--- config.mk ---
export PLATFORM = sky130hd
export DESIGN_NAME = cond_gate
export DESIGN_NICKNAME = d
export VERILOG_FILES = /design/src/rtl/cond_gate_pkg.sv /design/src/rtl/cond_flag_split.sv /design/src/rtl/cond_field_pick.sv /design/src/rtl/cond_table_eval.sv /design/src/rtl/cond_result_reg.sv /design/src/rtl/cond_gate.sv
export SDC_FILE = /design/constraint.sdc
export NUM_CORES = 1
export LEC_CHECK = 0
export BUFFER_PORTS_ARGS = -buffer_cell sky130_fd_sc_hd__buf_2
export CORE_UTILIZATION = 19
export DETAILED_ROUTE_END_ITERATION = 8
export PLACE_DENSITY = 0.77
export SYNTH_ARGS = -nofsm -noshare
export SYNTH_HDL_FRONTEND = slang
export SYNTH_SLANG_ARGS = --single-unit
--- constraint.sdc ---
create_clock -name clk -period 0.8 [get_ports clk]
set_input_delay 0.08 -clock clk [delete_from_list [all_inputs] [get_ports clk]]
set_output_delay 0.08 -clock clk [all_outputs]
set_load 0.02 [all_outputs]
--- src/rtl/cond_gate_pkg.sv ---
package cond_gate_pkg;

   typedef struct packed {
      logic neg;
      logic zero;
      logic carry;
      logic ovf;
   } flag_set_t;

   // Upper three bits of the condition code select a test; bit 0 inverts it.
   typedef enum logic [2:0] {
      SEL_ZERO      = 3'd0,
      SEL_CARRY     = 3'd1,
      SEL_NEG       = 3'd2,
      SEL_OVF       = 3'd3,
      SEL_ABOVE     = 3'd4,
      SEL_SIGNED_GE = 3'd5,
      SEL_SIGNED_GT = 3'd6,
      SEL_ALWAYS    = 3'd7
   } test_sel_e;

endpackage

--- src/rtl/cond_flag_split.sv ---
module cond_flag_split
   import cond_gate_pkg::*;
#(
   parameter int WORD_W = 32,
   parameter int NEG_BIT = 31,
   parameter int ZERO_BIT = 30,
   parameter int CARRY_BIT = 29,
   parameter int OVF_BIT = 28
) (
   input  logic [WORD_W-1:0] status_word,
   output flag_set_t         flags
);

   always_comb begin
      flags.neg   = status_word[NEG_BIT];
      flags.zero  = status_word[ZERO_BIT];
      flags.carry = status_word[CARRY_BIT];
      flags.ovf   = status_word[OVF_BIT];
   end

   // Only the four flag bits are read.
   logic unused_status;
   assign unused_status = ^status_word;

endmodule

--- src/rtl/cond_field_pick.sv ---
module cond_field_pick #(
   parameter int WORD_W = 32,
   parameter int CODE_W = 4,
   parameter int WIDE_LSB = 28,
   parameter int SHORT_LSB = 8,
   parameter bit SHORT_EN = 1'b1
) (
   input  logic [WORD_W-1:0] insn_word,
   input  logic              is_short,
   output logic [CODE_W-1:0] code
);

   logic [CODE_W-1:0] wide_code;
   assign wide_code = insn_word[WIDE_LSB +: CODE_W];

   generate
      if (SHORT_EN) begin : g_two_pos
         logic [CODE_W-1:0] short_code;
         assign short_code = insn_word[SHORT_LSB +: CODE_W];
         assign code = is_short ? short_code : wide_code;
      end else begin : g_one_pos
         logic unused_sel;
         assign unused_sel = is_short;
         assign code = wide_code;
      end
   endgenerate

   logic unused_insn;
   assign unused_insn = ^insn_word;

endmodule

--- src/rtl/cond_table_eval.sv ---
module cond_table_eval
   import cond_gate_pkg::*;
#(
   parameter int CODE_W = 4,
   parameter bit RESERVED_PASS = 1'b1
) (
   input  flag_set_t         flags,
   input  logic [CODE_W-1:0] code,
   output logic              pass
);

   localparam logic [CODE_W-1:0] RESERVED_CODE = {CODE_W{1'b1}};

   test_sel_e sel;
   logic      base;
   logic      signs_agree;

   assign sel         = test_sel_e'(code[CODE_W-1:1]);
   assign signs_agree = (flags.neg == flags.ovf);

   always_comb begin
      unique case (sel)
         SEL_ZERO:      base = flags.zero;
         SEL_CARRY:     base = flags.carry;
         SEL_NEG:       base = flags.neg;
         SEL_OVF:       base = flags.ovf;
         SEL_ABOVE:     base = flags.carry & ~flags.zero;
         SEL_SIGNED_GE: base = signs_agree;
         SEL_SIGNED_GT: base = ~flags.zero & signs_agree;
         SEL_ALWAYS:    base = 1'b1;
         default:       base = 1'b1;
      endcase
   end

   generate
      if (RESERVED_PASS) begin : g_res_pass
         assign pass = (sel == SEL_ALWAYS) ? 1'b1 : (base ^ code[0]);
      end else begin : g_res_fail
         assign pass = (code == RESERVED_CODE) ? 1'b0 : (base ^ code[0]);
      end
   endgenerate

endmodule

--- src/rtl/cond_result_reg.sv ---
module cond_result_reg (
   input  logic clk,
   input  logic rst_n,
   input  logic in_valid,
   input  logic pass_d,
   output logic out_valid,
   output logic out_pass
);

   always_ff @(posedge clk or negedge rst_n) begin
      if (!rst_n) begin
         out_valid <= 1'b0;
         out_pass  <= 1'b0;
      end else begin
         out_valid <= in_valid;
         if (in_valid) out_pass <= pass_d;
      end
   end

endmodule

--- src/rtl/cond_gate.sv ---
module cond_gate
   import cond_gate_pkg::*;
#(
   parameter int WORD_W = 32,
   parameter int CODE_W = 4,
   parameter int WIDE_LSB = 28,
   parameter int SHORT_LSB = 8,
   parameter bit SHORT_EN = 1'b1,
   parameter bit RESERVED_PASS = 1'b1,
   parameter int NEG_BIT = 31,
   parameter int ZERO_BIT = 30,
   parameter int CARRY_BIT = 29,
   parameter int OVF_BIT = 28
) (
   input  logic              clk,
   input  logic              rst_n,
   input  logic              in_valid,
   input  logic              is_short,
   input  logic [WORD_W-1:0] status_word,
   input  logic [WORD_W-1:0] insn_word,
   output logic              out_valid,
   output logic              out_pass
);

   localparam int WIDE_TOP  = WIDE_LSB + CODE_W;
   localparam int SHORT_TOP = SHORT_LSB + CODE_W;

   generate
      if (CODE_W != 4) begin : g_bad_code_w
         $error("cond_gate: decoder table expects a 4-bit code");
      end
      if (WIDE_TOP > WORD_W) begin : g_bad_wide
         $error("cond_gate: wide code field exceeds word");
      end
      if (SHORT_EN && (SHORT_TOP > WORD_W)) begin : g_bad_short
         $error("cond_gate: short code field exceeds word");
      end
      if (NEG_BIT >= WORD_W || ZERO_BIT >= WORD_W ||
          CARRY_BIT >= WORD_W || OVF_BIT >= WORD_W) begin : g_bad_flag
         $error("cond_gate: flag position outside status word");
      end
   endgenerate

   flag_set_t         flags;
   logic [CODE_W-1:0] code;
   logic              pass_d;

   cond_flag_split #(
      .WORD_W(WORD_W), .NEG_BIT(NEG_BIT), .ZERO_BIT(ZERO_BIT),
      .CARRY_BIT(CARRY_BIT), .OVF_BIT(OVF_BIT)
   ) u_flags (
      .status_word(status_word),
      .flags(flags)
   );

   cond_field_pick #(
      .WORD_W(WORD_W), .CODE_W(CODE_W), .WIDE_LSB(WIDE_LSB),
      .SHORT_LSB(SHORT_LSB), .SHORT_EN(SHORT_EN)
   ) u_pick (
      .insn_word(insn_word),
      .is_short(is_short),
      .code(code)
   );

   cond_table_eval #(
      .CODE_W(CODE_W), .RESERVED_PASS(RESERVED_PASS)
   ) u_eval (
      .flags(flags),
      .code(code),
      .pass(pass_d)
   );

   cond_result_reg u_reg (
      .clk(clk),
      .rst_n(rst_n),
      .in_valid(in_valid),
      .pass_d(pass_d),
      .out_valid(out_valid),
      .out_pass(out_pass)
   );

endmodule

==> summary.json, run 1 <==
{
  "placement": {
    "detailedPlace.worstSlack_ns": -1.02,
    "gpl.final_weighted_congestion": 0.769,
    "hpwl_after_detailed_placement_um": 603,
    "io_port_bufs": 17,
    "placedInstanceArea_um2": 419
  },
  "sta": {
    "period_minus_slack_ns": 1.56,
    "finalSetupViolCount": 2,
    "final_hold_viol_count": 0,
    "setup_tns_ns": -0.777,
    "finalClockSkew_ns": 0,
    "slew_violations": 0,
    "post-route-worst-setup-slack_ns": -0.757,
    "worstMarginPinSlew_ns": 0.283,
    "clock.fmax_ghz": 0.642,
    "max-slew-margin-rel_pct": 81.0,
    "final_min_period_over_clock_period_pct": 195,
    "rsz0062_at_grt": "true"
  },
  "yosys": {
    "synth-warning-count": 0,
    "postSynth.topFlopCell": "sky130_fd_sc_hd__dfrtp_1",
    "postSynthNetCount": 98,
    "synthesis.instances": 30,
    "synth_top_area_cell": "sky130_fd_sc_hd__dfrtp_1",
    "syn_area_um2": 253,
    "synth.top_cells.by_count": "sky130_fd_sc_hd__mux2i_1, sky130_fd_sc_hd__nor2_1",
    "syn_avg_cell_area_um2": 8.42,
    "synth_edf_count": 0,
    "yosys_register_bits": 2,
    "synth.yosys.seq_area_share_pct": 19.8,
    "synth.area.top_cells": "sky130_fd_sc_hd__dfrtp_1, sky130_fd_sc_hd__mux2i_1, sky130_fd_sc_hd__mux2_2, sky130_fd_sc_hd__mux2_4, sky130_fd_sc_hd__nor4_1",
    "yosysTopAreaCellShare_pct": 19.8,
    "synthArstFlopShare_pct": 100,
    "synth_cell_types": 20
  },
  "cts": {
    "clock_tree.htree_level_count": 1,
    "clkSinkCount": 2,
    "worstSkewPairLatency_ns": 0.22,
    "clockBufferDepth": 2,
    "cts-buffers-inserted": 3,
    "clkSlewWorstSetupHoldPaths_ns": 0.03,
    "postCtsSetupBuffers": 0,
    "ctsRootBufferMaster": "sky130_fd_sc_hd__clkbuf_4",
    "tritoncts": "built"
  },
  "global_route": {
    "grt.overflow.total": 0,
    "grt_first_pass_wirelength_um": 1190,
    "total_global_routing_track_utilization_pct": 11.3,
    "grt_pass1_vias": 334,
    "antenna_found_initial": 0,
    "grt_start_max_net_pins": 7
  },
  "run": {
    "drv.max_cap_violation_count": 0
  },
  "hold_path": {
    "worstHoldPathType": "input port to flip-flop"
  },
  "critical_path": {
    "critical_path.max_stage_delay_ns": 0.50,
    "criticalPathCategory": "input port to flip-flop",
    "cp_slowest_cell": "sky130_fd_sc_hd__or4_1",
    "timing.critical_path.required_ns": 0.94,
    "end_kind": "flip-flop",
    "crit_path_start_kind": "input port",
    "timing.critical_path.cells": "buf_8 > mux2_4 > or4_1 > nand4_1 > o32ai_2 > or3_1 > a41oi_2",
    "crit_path_max_fanout": 4,
    "arrival_ns": 1.70,
    "path_buf_inv": 1,
    "path_delay_family": "simple AND/OR/NAND/NOR gates"
  },
  "outcome": {
    "status": "finished, violations left",
    "violated_checks": "negative setup slack"
  },
  "routing": {
    "viasPerCell": 4.68,
    "detailedRoute.firstIterationViolations": 2,
    "routed_length_per_placed_instance_um": 11.3,
    "detail-route-antenna-nets": 0,
    "route.final.wire_length_um": 846,
    "drc": 0,
    "via_count": 351,
    "router_iterations_before_antenna_repair": 3
  },
  "power_and_ir_drop": {
    "totalPowerFinal_w": 0.000630,
    "power-per-cell-area_mw_per_mm2": 1250,
    "power.static_leakage_nw": 0.236,
    "power.ir.vdd_worst_v": 0.000368
  },
  "cells_and_area": {
    "antenna_cells": 0,
    "drive_gt1_share_pct": 59.0,
    "areaGrowthSynthToFinish_pct": 99.0,
    "num-nets-final": 131,
    "stdcell_area_um2": 503
  },
  "floorplan": {
    "pin_count": 70,
    "placementRows": 12,
    "die-width_um": 38.5,
    "initial_utilization_pct": 21.6,
    "die_height_um": 38.5,
    "core_area_mm2": 0.00117,
    "die_footprint_mm2": 0.00148
  }
}
==> kinds of logic after synthesis <==
group | synth area share [%]
flops | 19.8
mux | 26.7
xor+xnor | 3.47
compound gates | 12.9
buf+inv | 4.46
simple gates | 32.7
==> final timing paths <==
path | from | end | slack [ns] | cells past startpoint
min in group asynchronous | rst_n | u_reg.out_valid | 0.18 | 2
worst min register to register | u_reg.out_pass | u_reg.out_pass | 0.59 | 2
worst max-delay path | is_short | u_reg.out_pass | -0.76 | 7
worst max register to register | u_reg.out_pass | u_reg.out_pass | 0.10 | 2
worst min-delay path | in_valid | u_reg.out_pass | 0.11 | 2
max in group asynchronous | rst_n | u_reg.out_pass | 0.53 | 2
==> cell usage in the layout, fill, tap and decap left out, drive strengths merged <==
| master | count |
|---|---|
| or3 | 2 |
| nand3 | 1 |
| a41oi | 1 |
| nand2b | 1 |
| or4 | 1 |
| nor3 | 1 |
| dfrtp | 2 |
| xor2 | 1 |
| nand4 | 1 |
| nor2 | 3 |
| buf | 27 |
| clkbuf | 3 |
| o32ai | 1 |
| mux2i | 3 |
| nor4 | 2 |
| o21ai | 2 |
| a21oi | 1 |
| dlygate4sd3 | 2 |
| mux2 | 3 |
| nand2 | 2 |
| nand4b | 1 |
==> power breakdown <==
| part | switching [W] | total [W] | internal [W] |
|---|---|---|---|
| logic | 0.000125 | 0.000287 | 0.000162 |
| clock network | 0.0000557 | 0.000221 | 0.000165 |
| registers | 0.00000806 | 0.000122 | 0.000114 |
==> metrics by stage <==
stage | utilization, % | std cells | hold WS, ns
final | 42.9 | 75 | 0.106
after global routing | 42.9 | 75 | 0.120
after CTS | 41.1 | 75 | 0.0966
after detailed placement | 35.8 | 70 | -0.132
after global placement | 35.8 | 70 | -0.134
after floorplan | - | 30 | -0.216
==> final cells by class <==
type | count | area, µm²
Multi-Input combinational cell | 27 | 210
Fill cell | 125 | 668
Clock buffer | 3 | 22.5
Timing Repair Buffer | 29 | 203
Sequential cell | 2 | 50.0
Tap cell | 14 | 17.5
==> worst reg2reg max path: stages, from the launching register on <==
cell                      delay, ns
sky130_fd_sc_hd__dfrtp_1       0.38
sky130_fd_sc_hd__nor2_1        0.14
sky130_fd_sc_hd__a41oi_2       0.04
==> sequential cells by signal, summed over array words and instances (netlist names) <==
name             cells
u_reg.out_valid      1
u_reg.out_pass       1
==> metal layers <==
metal	track usage, %	part of all wire, %	up-vias
li1	-	-	181
met1	13.2	43	157
met2	21.2	52	13
met3	3.49	5.6	0
met4	0	0	0
met5	0	0	-
==> repair_timing <==
item | 4_1_cts | 5_1_grt
hold buffers | 2 | 0
endpoints found under the setup margin | 3 | 3
endpoints found under the hold margin | 3 | 0
gates cloned | 0 | 0
gates resized for setup | 5 | 6
No activity file was read; power rests on OpenSTA's default activity.
==> inputs of run 2 (changes only) <==
--- a/config.mk
+++ b/config.mk
@@ -5,10 +5,12 @@
 export SDC_FILE = /design/constraint.sdc
 export NUM_CORES = 1
 export LEC_CHECK = 0
+export ABC_AREA = 1
 export BUFFER_PORTS_ARGS = -buffer_cell sky130_fd_sc_hd__buf_2
-export CORE_UTILIZATION = 19
+export CORE_UTILIZATION = 26
 export DETAILED_ROUTE_END_ITERATION = 8
-export PLACE_DENSITY = 0.77
+export HOLD_SLACK_MARGIN = 0.03
+export PLACE_DENSITY = 0.79
 export SYNTH_ARGS = -nofsm -noshare
 export SYNTH_HDL_FRONTEND = slang
 export SYNTH_SLANG_ARGS = --single-unit
==> run 2 against run 1 <==
  * The run still ends with negative setup slack left
  * Highest routed layer is now met4
  * Synthesized cell count grew 130%
  * Critical path type is now flip-flop to flip-flop
  * Die area grew 13%
  * Via count grew 43%
  * Area after synthesis grew 56%
  * Critical endpoint unchanged
  * Cell count grew 49%
  * Count of clock-buffer cells in the layout is the same
==> summary.json, run 2 <==
{
  "outcome": {
    "status": "finished, violations left",
    "violated_checks": "negative setup slack"
  },
  "sta": {
    "max-slew-margin-rel": {"value": 83.4, "unit": "%", "change": "+2.5 points"},
    "finalSetupViolCount": {"value": 2, "change": "unchanged"},
    "period_minus_slack": {"value": 0.855, "unit": "ns", "change": "-0.703 ns"},
    "worstMarginPinSlew": {"value": 0.246, "unit": "ns", "change": "-0.0369 ns"},
    "final_hold_viol_count": {"value": 0, "change": "unchanged"},
    "setup_tns": {"value": -0.0646, "unit": "ns", "change": "+0.713 ns"},
    "final_min_period_over_clock_period": {"value": 107, "unit": "%", "change": "-88 points"},
    "post-route-worst-setup-slack": {"value": -0.0549, "unit": "ns", "change": "+0.703 ns"},
    "rsz0062_at_grt": "true",
    "finalClockSkew": {"value": 0, "unit": "ns", "change": "unchanged"},
    "clock.fmax": {"value": 1.17, "unit": "GHz", "change": "+82%"},
    "slew_violations": {"value": 0, "change": "unchanged"}
  },
  "yosys": {
    "yosys_register_bits": {"value": 2, "change": "unchanged"},
    "synth.area.top_cells": "sky130_fd_sc_hd__nand2_1, sky130_fd_sc_hd__inv_1, sky130_fd_sc_hd__dfrtp_1, sky130_fd_sc_hd__nand2_2, sky130_fd_sc_hd__nand2_4",
    "syn_area": {"value": 394, "unit": "µm²", "change": "+56%"},
    "syn_avg_cell_area": {"value": 5.63, "unit": "µm²", "change": "-33%"},
    "synth.top_cells.by_count": "sky130_fd_sc_hd__nand2_1, sky130_fd_sc_hd__inv_1, sky130_fd_sc_hd__nand2_2",
    "synth-warning-count": {"value": 0, "change": "unchanged"},
    "synthesis.instances": {"value": 70, "change": "+130%"},
    "synth_top_area_cell": "sky130_fd_sc_hd__nand2_1",
    "synth_edf_count": {"value": 0, "change": "unchanged"},
    "synth.yosys.seq_area_share": {"value": 12.7, "unit": "%", "change": "-7.1 points"},
    "postSynthNetCount": {"value": 138, "change": "+41%"},
    "synth_cell_types": {"value": 18, "change": "-10%"},
    "synthArstFlopShare": {"value": 100, "unit": "%", "change": "unchanged"},
    "yosysMostFrequentCell": "sky130_fd_sc_hd__nand2_1",
    "postSynth.topFlopCell": "sky130_fd_sc_hd__dfrtp_1",
    "yosysTopAreaCellShare": {"value": 19.0, "unit": "%", "change": "-0.75 points"}
  },
  "global_route": {
    "antenna_found_initial": {"value": 0, "change": "unchanged"},
    "grt.overflow.total": {"value": 0, "change": "unchanged"},
    "total_global_routing_track_utilization": {"value": 12.5, "unit": "%", "change": "+1.2 points"},
    "grt_first_pass_wirelength": {"value": 1370, "unit": "µm", "change": "+15%"},
    "grt_pass1_vias": {"value": 380, "change": "+14%"},
    "grt_start_max_net_pins": {"value": 10, "change": "+3"}
  },
  "power_and_ir_drop": {
    "power.ir.vdd_worst": {"value": 0.000496, "unit": "V", "change": "+35%"},
    "power.static_leakage": {"value": 0.373, "unit": "nW", "change": "+58%"},
    "power-per-cell-area": {"value": 1050, "unit": "mW/mm²", "change": "-16%"}
  },
  "critical_path": {
    "end_kind": "flip-flop",
    "rr_endpoint": "u_reg.out_pass",
    "critical_path.max_stage_delay": {"value": 0.35, "unit": "ns", "change": "-0.15 ns"},
    "path_delay_family": "simple AND/OR/NAND/NOR gates",
    "r2r_setup_slack": {"value": -0.05, "unit": "ns", "change": "-0.15 ns"},
    "timing.critical_path.cells": "or2_2 > nand2_1 > inv_1",
    "critical_path_cell_count": {"value": 3, "change": "-4"},
    "reg2reg_depth": {"value": 3, "change": "+1"},
    "cp_slowest_cell": "sky130_fd_sc_hd__dfrtp_1",
    "crit_path_max_fanout": {"value": 2, "change": "-2"},
    "path_buf_inv": {"value": 1, "change": "unchanged"},
    "critical_path_source": "u_reg.out_pass",
    "regToRegStartpoint": "u_reg.out_pass",
    "timing.critical_path.required": {"value": 0.91, "unit": "ns", "change": "-0.03 ns"},
    "arrival": {"value": 0.97, "unit": "ns", "change": "-0.73 ns"},
    "criticalPathCategory": "flip-flop to flip-flop",
    "crit_path_start_kind": "flip-flop",
    "setup.worst_path.end": "u_reg.out_pass"
  },
  "cts": {
    "clkSlewWorstSetupHoldPaths": {"value": 0.03, "unit": "ns", "change": "about the same"},
    "cts-buffers-inserted": {"value": 3, "change": "unchanged"},
    "clockBufferDepth": {"value": 2, "change": "unchanged"},
    "tritoncts": "built",
    "worstSkewPairLatency": {"value": 0.22, "unit": "ns", "change": "about the same"},
    "ctsRootBufferMaster": "sky130_fd_sc_hd__clkbuf_4",
    "clock_tree.htree_level_count": {"value": 1, "change": "unchanged"},
    "clkSinkCount": {"value": 2, "change": "unchanged"}
  },
  "cells_and_area": {
    "areaGrowthSynthToFinish_pct": 59.7,
    "antenna_cells": {"value": 0, "change": "unchanged"},
    "area_taken_by_flip_flops_and_latches": {"value": 50.0, "unit": "µm²", "change": "unchanged"},
    "num-nets-final": {"value": 167, "change": "+27%"},
    "final_cell_mix": "sky130_fd_sc_hd__nand2_1, sky130_fd_sc_hd__buf_2, sky130_fd_sc_hd__inv_1",
    "post-route-util": {"value": 46.6, "unit": "%", "change": "+3.7 points"},
    "drive_gt1_share": {"value": 51.5, "unit": "%", "change": "-7.5 points"},
    "n_fill_cell": {"value": 134, "change": "+7.2%"},
    "layout_top_registers": "u_reg.out_pass (1), u_reg.out_valid (1)",
    "multiInputGateArea": {"value": 299, "unit": "µm²", "change": "+42%"}
  },
  "routing": {
    "detail-route-antenna-nets": {"value": 0, "change": "unchanged"},
    "routed_length_per_placed_instance": {"value": 9.06, "unit": "µm", "change": "-20%"},
    "via_count": {"value": 503, "change": "+43%"},
    "detailedRoute.firstIterationViolations": {"value": 10, "change": "+8"},
    "drc": {"value": 0, "change": "unchanged"},
    "router_iterations_before_antenna_repair": {"value": 4, "change": "+1"},
    "viasPerCell": {"value": 4.49, "change": "-4.0%"},
    "route.final.wire_length": {"value": 1020, "unit": "µm", "change": "+20%"}
  },
  "placement": {
    "hpwl_after_detailed_placement": {"value": 812, "unit": "µm", "change": "+35%"},
    "io_port_bufs": {"value": 17, "change": "unchanged"},
    "detailedPlace.worstSlack": {"value": -0.394, "unit": "ns", "change": "+0.627 ns"},
    "gpl.final_weighted_congestion": {"value": 0.884, "change": "+15%"}
  },
  "floorplan": {
    "initial_utilization": {"value": 29.2, "unit": "%", "change": "+7.6 points"},
    "die_footprint": {"value": 0.00168, "unit": "mm²", "change": "+13%"},
    "die-width": {"value": 40.9, "unit": "µm", "change": "+6.4%"},
    "placementRows": {"value": 13, "change": "+1"},
    "die_height": {"value": 40.9, "unit": "µm", "change": "+6.4%"},
    "pin_count": {"value": 70, "change": "unchanged"},
    "core_area": {"value": 0.00135, "unit": "mm²", "change": "+15%"}
  },
  "run": {
    "drv.max_cap_violation_count": {"value": 0, "change": "unchanged"}
  },
  "hold_path": {
    "worstHoldPathType": "input port to flip-flop"
  }
}
[run 2: routing by layer]
metal / GRT usage (%) / part of all wire (%) / up-vias
met5: 0 / 0 / -
met2: 19.9 / 53 / 18
met4: 4.17 / 1.4 / 0
met3: 5.98 / 6.2 / 2
li1: - / - / 266
met1: 14.5 / 39 / 217
[run 2: stage by stage]
step           power (W)  cells  area (µm²)  hold WS [ns]
3_5_place_dp    0.000387    106         524        -0.132
3_3_place_gp    0.000379    106         524        -0.135
4_1_cts         0.000646    112         597         0.159
6_report        0.000660    112         629         0.169
5_1_grt         0.000731    112         629         0.175
2_1_floorplan   0.000289     70         394        -0.216
[run 2: repair_timing]
action	in CTS	in global routing
endpoints found under the setup margin	3	3
setup buffers	1	0
hold endpoints to repair	3	0
resized for setup	7	11
pin swaps	1	3
cloned	0	0
hold buffers	2	0
[run 2: how the worst min path moves through the flow]
stage	startpoint	slack (ns)	depth (start not counted)	endpoint
after floorplan	rst_n	-0.22	0	u_reg.out_pass
after global placement	rst_n	-0.14	1	u_reg.out_valid
after detailed placement	rst_n	-0.13	1	u_reg.out_valid
after CTS	in_valid	0.16	4	u_reg.out_pass
after global routing	rst_n	0.18	2	u_reg.out_pass
final	in_valid	0.17	4	u_reg.out_pass
[run 2: worst min-delay path, cell delays in order]
cell and delay, ns:
sky130_fd_sc_hd__buf_2 0.09, sky130_fd_sc_hd__or2_2 0.10, sky130_fd_sc_hd__nand2_1 0.04, sky130_fd_sc_hd__inv_1 0.04
[run 2: power by group]
part           internal (W)  total (W)  leakage (nW)  switching (W)
logic              0.000144   0.000319         0.337       0.000175
clock network      0.000166   0.000224        0.0138      0.0000582
registers          0.000113   0.000117        0.0227     0.00000389
total              0.000423   0.000660         0.373       0.000237
[run 2: cell type report]
| cell class | count | area share [%] |
|---|---|---|
| clock buffer | 3 | 3.58 |
| inverter | 16 | 10.7 |
| multi-input combinational | 51 | 47.5 |
| sequential | 2 | 7.95 |
| tap | 15 | 2.98 |
| timing repair buffer | 25 | 27.2 |
[run 2: logic make-up after synthesis]
logic type	after synthesis	share of synthesized area, %
AO/OA/AOI/OAI	5	7.30
buffers and inverters	17	19.4
flip-flops	2	12.7
AND/OR/NAND/NOR	46	60.6
